[config.mk]
export PLATFORM = sky130hd
export DESIGN_NAME = swire_level_decoder
export DESIGN_NICKNAME = d
export VERILOG_FILES = /design/src/rtl/swd_pkg.sv /design/src/rtl/swd_sync.sv /design/src/rtl/swd_pulse_ctrl.sv /design/src/rtl/swd_level_map.sv /design/src/rtl/swire_level_decoder.sv
export SDC_FILE = /design/constraint.sdc
export NUM_CORES = 1
export LEC_CHECK = 0
export CAP_MARGIN = 25
export CORE_MARGIN = 2
export CORE_UTILIZATION = 45
export DETAILED_ROUTE_END_ITERATION = 12
export GPL_ROUTABILITY_DRIVEN = 0
export PLACE_DENSITY = 0.62
export SYNTH_ARGS = -nofsm -noshare
export SYNTH_HDL_FRONTEND = slang
export SYNTH_SLANG_ARGS = --single-unit
[constraint.sdc]
create_clock -name clk -period 8.8 [get_ports clk]
set_input_delay 2.64 -clock clk [delete_from_list [all_inputs] [get_ports clk]]
set_output_delay 2.64 -clock clk [all_outputs]
set_load 0.01 [all_outputs]
[src/rtl/swd_pkg.sv]
package swd_pkg;
    // width of the latched level code (sixteen levels)
    localparam int CODE_W = 4;
    typedef logic [CODE_W-1:0] swd_code_t;
endpackage

[src/rtl/swd_sync.sv]
module swd_sync #(
    parameter int STAGES = 2
) (
    input  logic clk,
    input  logic rst_n,
    input  logic din,
    output logic level_o,
    output logic rise_o
);
    // STAGES synchronizer flops plus one history flop for edge detection
    logic [STAGES:0] sh_d, sh_q;

    always_comb begin
        sh_d = {sh_q[STAGES-1:0], din};
    end

    always_ff @(posedge clk or negedge rst_n) begin
        if (!rst_n) sh_q <= '0;
        else        sh_q <= sh_d;
    end

    assign level_o = sh_q[STAGES-1];
    assign rise_o  = sh_q[STAGES-1] & ~sh_q[STAGES];
endmodule

[src/rtl/swd_pulse_ctrl.sv]
module swd_pulse_ctrl
    import swd_pkg::*;
#(
    parameter int LATCH_CYC  = 64,
    parameter int OFF_CYC    = 256,
    parameter int NUM_LEVELS = 16
) (
    input  logic      clk,
    input  logic      rst_n,
    input  logic      level,
    input  logic      rise,
    input  logic      mode_sel,
    output logic      en_o,
    output swd_code_t code_o,
    output logic      upd_o
);
    localparam int CNT_W = $clog2(NUM_LEVELS + 1);
    localparam int LAT_W = $clog2(LATCH_CYC + 1);
    localparam int OFF_W = $clog2(OFF_CYC + 1);

    typedef struct packed {
        logic             en;
        logic [CNT_W-1:0] cnt;
        logic [LAT_W-1:0] hi;
        logic [OFF_W-1:0] lo;
        swd_code_t        code;
        logic             upd;
    } ctrl_t;

    ctrl_t st_d, st_q;
    logic  latch_hit, off_hit;

    always_comb begin
        st_d     = st_q;
        st_d.upd = 1'b0;

        // the line has been low for OFF_CYC consecutive cycles
        off_hit   = !level && (st_q.lo == OFF_W'(OFF_CYC - 1));
        // the line has been high for LATCH_CYC cycles with edges pending
        latch_hit = level && !rise && (st_q.cnt != '0)
                    && (st_q.hi >= LAT_W'(LATCH_CYC - 1));

        // low-phase timer, saturating
        if (level)                          st_d.lo = '0;
        else if (st_q.lo != OFF_W'(OFF_CYC)) st_d.lo = st_q.lo + 1'b1;

        // high-phase timer, saturating
        if (!level)                              st_d.hi = '0;
        else if (st_q.hi != LAT_W'(LATCH_CYC))   st_d.hi = st_q.hi + 1'b1;

        if (rise) begin
            st_d.en = 1'b1;
            if (!mode_sel && st_q.cnt != CNT_W'(NUM_LEVELS))
                st_d.cnt = st_q.cnt + 1'b1;
        end

        if (mode_sel) st_d.cnt = '0;

        if (latch_hit) begin
            st_d.code = CODE_W'(st_q.cnt - 1'b1);
            st_d.cnt  = '0;
        end

        if (off_hit) begin
            st_d.en   = 1'b0;
            st_d.code = '0;
            st_d.cnt  = '0;
        end

        st_d.upd = (st_d.code != st_q.code);
    end

    always_ff @(posedge clk or negedge rst_n) begin
        if (!rst_n) st_q <= '0;
        else        st_q <= st_d;
    end

    assign en_o   = st_q.en;
    assign code_o = st_q.code;
    assign upd_o  = st_q.upd;
endmodule

[src/rtl/swd_level_map.sv]
module swd_level_map
    import swd_pkg::*;
#(
    parameter int BASE_MV = 600,
    parameter int STEP_MV = 40,
    parameter int REF_W   = 11
) (
    input  swd_code_t        code,
    output logic [REF_W-1:0] ref_mv
);
    always_comb begin
        ref_mv = REF_W'(BASE_MV) + REF_W'(STEP_MV) * REF_W'(code);
    end
endmodule

[src/rtl/swire_level_decoder.sv]
module swire_level_decoder #(
    parameter int LATCH_CYC   = 64,
    parameter int OFF_CYC     = 256,
    parameter int SYNC_STAGES = 2,
    parameter int BASE_MV     = 600,
    parameter int STEP_MV     = 40,
    parameter int NUM_LEVELS  = 16,
    parameter int REF_W       = $clog2(BASE_MV + (NUM_LEVELS - 1) * STEP_MV + 1)
) (
    input  logic             clk,
    input  logic             rst_n,
    input  logic             wire_in,
    input  logic             mode_sel,
    output logic             enable_o,
    output logic [3:0]       code_o,
    output logic [REF_W-1:0] ref_mv_o,
    output logic             update_o
);
    logic level, rise;

    swd_sync #(.STAGES(SYNC_STAGES)) u_sync (
        .clk     (clk),
        .rst_n   (rst_n),
        .din     (wire_in),
        .level_o (level),
        .rise_o  (rise)
    );

    swd_pulse_ctrl #(
        .LATCH_CYC  (LATCH_CYC),
        .OFF_CYC    (OFF_CYC),
        .NUM_LEVELS (NUM_LEVELS)
    ) u_ctrl (
        .clk      (clk),
        .rst_n    (rst_n),
        .level    (level),
        .rise     (rise),
        .mode_sel (mode_sel),
        .en_o     (enable_o),
        .code_o   (code_o),
        .upd_o    (update_o)
    );

    swd_level_map #(
        .BASE_MV (BASE_MV),
        .STEP_MV (STEP_MV),
        .REF_W   (REF_W)
    ) u_map (
        .code   (code_o),
        .ref_mv (ref_mv_o)
    );
endmodule

# --- After elaboration in Yosys (flattened, before gate mapping) ---
# Cells that the tools add are included.
op_classes:
  order_cmp: 1
  add_sub_neg: 5
  n_mul: 1
  n_mux: 11
  n_eq_ne: 6
  reduce_logical: 14
  bitwise_logic: 2
op_table:
  columns: ["op", "n"]
  rows:
  - ["$mux 9", 2]
  - ["$mux 5", 3]
  - ["$mux 7", 2]
  - ["$mux 6", 2]
  - ["$add 10x10->11 const A", 1]
  - ["$add 9x1->9 const B", 1]
  - ["$eq 9x8->1 const B", 1]
  - ["$ne 9x9->1 const B", 1]
  - ["$mux 4", 2]
  - ["$reduce_bool 4->1", 2]
  - ["$add 7x1->7 const B", 1]
  - ["$ge 7x6->1 const B", 1]
  - ["$mul 3x4->7 const A", 1]
  - ["$ne 7x7->1 const B", 1]
  - ["$add 5x1->5 const B", 1]
  - ["$logic_and 1x1->1", 5]
  - ["$ne 5x5->1 const B", 1]
  - ["$reduce_bool 5->1", 1]
  - ["$ne 4x4->1", 1]
  - ["$reduce_bool 2->1", 2]
  - ["$sub 4x1->4 const B", 1]
  - ["$logic_not 1->1", 3]
  - ["$ne 2x1->1 const B", 1]
  - ["$reduce_and 2->1", 1]
  - ["other kinds (2)", 2]
word_totals:
  output_inout_bits: 17
  register_bits: 30
  word_cells: 47

# --- Depth between registers and ports, before layout ---
depth:
  ltp_word: 9
  depth_mapped: 7

# --- By module ---
# Synthesis repeated with hierarchy kept, for this count alone.
unflattened:
  cells_unflattened: 180
  hier_area_um2: 1885.6
modules_own_cells:
  columns: ["module", "n_inst", "cells_each", "area_each_um2"]
  rows:
  - ["swd_pulse_ctrl", 1, 143, 1537.7]
  - ["swd_level_map", 1, 33, 259.0]
  - ["swd_sync", 1, 4, 88.8]

# --- Worst setup path after synthesis ---
# OpenSTA, ideal clock, no wires.
synth_timing:
  path_kind: "register to output"
  from: "register u_ctrl.st_q (netlist bit u_ctrl.code_o[1])"
  to: "output ref_mv_o[9]"
  path_stages_with_launch: 8
  arrival_ps: 1984
  setup_slack_ps: 4176
  required_ps: 6160
  n_path_buf: 0
  path_cell_list: "dfrtp_1 > ha_1 > ha_1 > inv_1 > fa_1 > o21bai_1 > mux2i_1 > o22a_1"
synth_via:
  elab_chain_cells: 2
synth_lines:
  columns: ["item", "line_no", "rtl"]
  rows:
  - ["start: declaration", "swd_pulse_ctrl.sv:30", "ctrl_t st_d, st_q;"]
  - ["start signal: assignment", "swd_pulse_ctrl.sv:75", "else st_q <= st_d;"]
  - ["$mul 3x4->7", "swd_level_map.sv:12", "ref_mv = REF_W'(BASE_MV) + REF_W'(STEP_MV) * REF_W'(code);"]
  - ["$add 10x10->11", "swd_level_map.sv:12", null]
  - ["end: declaration", "swire_level_decoder.sv:16", "output logic [REF_W-1:0] ref_mv_o,"]
# No other way between the ends.

# --- Final worst setup path ---
layout_timing:
  from: "register u_ctrl.st_q (netlist bit u_ctrl.code_o[3])"
  to: "output ref_mv_o[9]"
# The elaborated chain is that of the path after synthesis.

==> impl_metrics.env <==
export IMPL_status="finished clean"
export IMPL_setup_slack_ns=3.18
export IMPL_drtIter0Drc=87
export IMPL_cts_clk_slew_worst_paths_ns=0.06
export IMPL_crit_required_ns=6.16
export IMPL_grt_pass1_vias=1261
export IMPL_tritoncts="yes"
export IMPL_synth_top_area_cell="dfrtp_1"
export IMPL_via_per_inst=5.21
export IMPL_final_common_cell="dfrtp_1"
export IMPL_rsz0062_at_grt="false"
export IMPL_clockBufferDepth=2
export IMPL_p_int_w=0.000215
export IMPL_drcViolationCount=0
export IMPL_path_class="register to primary output"
export IMPL_cts_sinks=30
export IMPL_finalMaxSlewViolations=0
export IMPL_hold_viol=0
export IMPL_vias=1318
export IMPL_ant_nets=0
export IMPL_seq_area_frac_synth=0.402
export IMPL_crit_path_frequent_cell="ha_1"
export IMPL_p_seq_frac=0.529
export IMPL_synthCells=188
export IMPL_combPwrFrac=0.089
export IMPL_die_w_um=68.4
export IMPL_period_needed_ns=5.62
export IMPL_peakVddDrop_v=0.000115
export IMPL_switching_share=0.240
export IMPL_start_util=0.466
export IMPL_die_area_um2=4680
export IMPL_cts_resized=0
export IMPL_maxCapViolCount=0
export IMPL_cts_buffers=5
export IMPL_synth_seq_cells=30
export IMPL_crit_buf_inv=2
export IMPL_cts_htree_levels=2
export IMPL_die_y_um=68.4
export IMPL_io_buffer_count=17
export IMPL_leakage_nw=0.957
export IMPL_syn_cell_area_um2=1870
export IMPL_first_pass_iters=4
export IMPL_synth_edf_count=0
export IMPL_relSlewSlack=0.566
export IMPL_async_reset_ff_frac=1.00
export IMPL_dpl_worst_slack_ns=3.49
export IMPL_post_cts_buffers=0
export IMPL_arrival_ns=2.98
export IMPL_drive_above_1_share=0.0640
export IMPL_power_density_nw_per_um2=133
export IMPL_n_antenna_cell=0
export IMPL_grt_max_degree=31
export IMPL_layout_common_cells="dfrtp_1 (30), inv_1 (20), xnor2_1 (19)"
export IMPL_wirelength_mm=3.26
export IMPL_worstSkewPairLatency_ns=0.28
export IMPL_timing_fmax_mhz=178
export IMPL_crit_slowest_cell="fa_1"
export IMPL_core_area_um2=4000
export IMPL_dp_hpwl_mm=2.41
export IMPL_num_rows=23
export IMPL_setup_viol=0
export IMPL_synthTopCellsByArea="dfrtp_1 (40%), xnor2_1 (8.9%), ha_1 (8.7%)"
export IMPL_min_path_type="register to register"
export IMPL_final_nets=222
export IMPL_critPathCaptureType="primary output"
export IMPL_pwr_share_clk=0.383
export IMPL_wl_per_cell_um=12.9
export IMPL_grt_use_total=0.166
export IMPL_p_sw_w=0.0000677
export IMPL_synthDistinctLibCells=39
export IMPL_ios=21
export IMPL_ys_dominant_reg_cell="dfrtp_1"
export IMPL_crit_path_start_kind="register"
export IMPL_cp_max_fo=9
export IMPL_tightest_slew_ns=0.651
export IMPL_grt_pass1_wl_mm=5.73
export IMPL_grt_ovfl_total=0
export IMPL_clock_skew_ns=0.00547
export IMPL_area_delta_synth_final_pct=14.0
export IMPL_antenna_found_initial=0
export IMPL_ctsHoldBuffers=0
export IMPL_clock_root_buffer="clkbuf_8"
export IMPL_yosys_warnings=0
export IMPL_syn_mean_instance_area_um2=9.92
export IMPL_slowest_delay_ns=0.56
export IMPL_crit_chain="ha_1 > ha_1 > inv_1 > fa_1 > o21bai_1 > mux2i_1 > o22a_1 > clkdlybuf4s50_1"
export IMPL_fin_crit_sh=0.639
export IMPL_finalSetupTns_ns=0
export IMPL_synth_top_area_frac=0.402
export IMPL_cp_top_family="adder cells"
==> power by group through the flow <==
stage | Clock, W | Combinational (W) | Sequential (W)
2_1_floorplan | 0 | 0.0000192 | 0.000149
3_3_place_gp | 0 | 0.0000250 | 0.000152
3_5_place_dp | 0 | 0.0000254 | 0.000152
4_1_cts | 0.000111 | 0.0000256 | 0.000149
5_1_grt | 0.000118 | 0.0000289 | 0.000150
6_report | 0.000108 | 0.0000250 | 0.000149
==> routing by layer <==
| layer | global-route usage | wire length [µm] | vias up |
|---|---|---|---|
| li1 | - | - | 649 |
| met5 | 0 | 0 | - |
| met1 | 0.216 | 1530 | 642 |
| met4 | 0.0600 | 51 | 0 |
| met2 | 0.262 | 1560 | 22 |
| met3 | 0.0493 | 111 | 5 |
==> cell families after synthesis <==
group                    share of synthesized area
AND/OR/NAND/NOR                              0.173
buffers and inverters                       0.0771
flip-flops                                   0.402
XOR/XNOR                                     0.127
AO/OA/AOI/OAI                               0.0778
adder cells (fa/ha/maj)                     0.0979
multiplexers                                0.0429
other                                      0.00201
==> worst paths after layout <==
| kind | from | end | slack (ns) | cells past startpoint |
|---|---|---|---|---|
| setup / recovery | u_ctrl.code_o[3]$_DFF_PN0_ | ref_mv_o[9] | 3.18 | 8 |
| hold reg to reg | u_sync.sh_q[0]$_DFF_PN0_ | u_sync.sh_q[1]$_DFF_PN0_ | 0.35 | 0 |
| setup reg to reg | u_sync.sh_q[1]$_DFF_PN0_ | u_ctrl.st_q[23]$_DFFE_PN0P_ | 6.89 | 4 |
| min in group asynchronous | rst_n | u_ctrl.st_q[20]$_DFFE_PN0P_ | 2.74 | 2 |
| hold / removal | u_sync.sh_q[0]$_DFF_PN0_ | u_sync.sh_q[1]$_DFF_PN0_ | 0.35 | 0 |
| max in group asynchronous | rst_n | u_sync.sh_q[0]$_DFF_PN0_ | 5.77 | 2 |
==> state kept, by name, indices dropped and copies added, names as in the netlist <==
name,count
u_ctrl.upd_o,1
u_ctrl.code_o,4
u_sync.sh_q,3
u_ctrl.en_o,1
u_ctrl.st_q,21
==> worst register-to-register path, stage by stage (launching register included) <==
cell,delay (ns)
dfrtp_1,0.76
nor2b_1,0.34
o21a_1,0.25
nand3b_1,0.11
a2111oi_2,0.35
==> synthesized netlist by cell type, types with 2 or more instances <==
library cell	n
xnor2_1	19
nand3_1	7
o21ai_0	2
clkbuf_1	3
buf_4	7
nor2_1	11
a21oi_1	6
inv_1	20
dfrtp_1	30
and3_1	3
nor2b_1	3
nand4_1	4
nand2b_1	2
mux2i_1	8
nor4_1	7
xor2_1	8
and2_1	5
nand2_1	8
nand3b_1	3
ha_1	13
==> per-stage QoR <==
step | area (µm²) | util | hold WS (ns) | cells | power [W]
after detailed placement | 2040 | 0.511 | 0.337 | 247 | 0.000177
after global placement | 2040 | 0.511 | 0.340 | 247 | 0.000177
after CTS | 2130 | 0.532 | 0.350 | 253 | 0.000286
after floorplan | 1870 | - | 0.331 | 190 | 0.000168
final | 2130 | 0.532 | 0.355 | 253 | 0.000283
after global routing | 2130 | 0.532 | 0.361 | 253 | 0.000297
==> final cells by class <==
| class | instances | area [µm²] |
|---|---|---|
| tap | 50 | 62.6 |
| inverter | 20 | 75.1 |
| multi-input combinational | 129 | 978 |
| fill | 371 | 1870 |
| sequential | 30 | 751 |
| timing repair buffer | 18 | 178 |
| clock buffer | 6 | 82.6 |
Power figures use the tool's default switching activity.
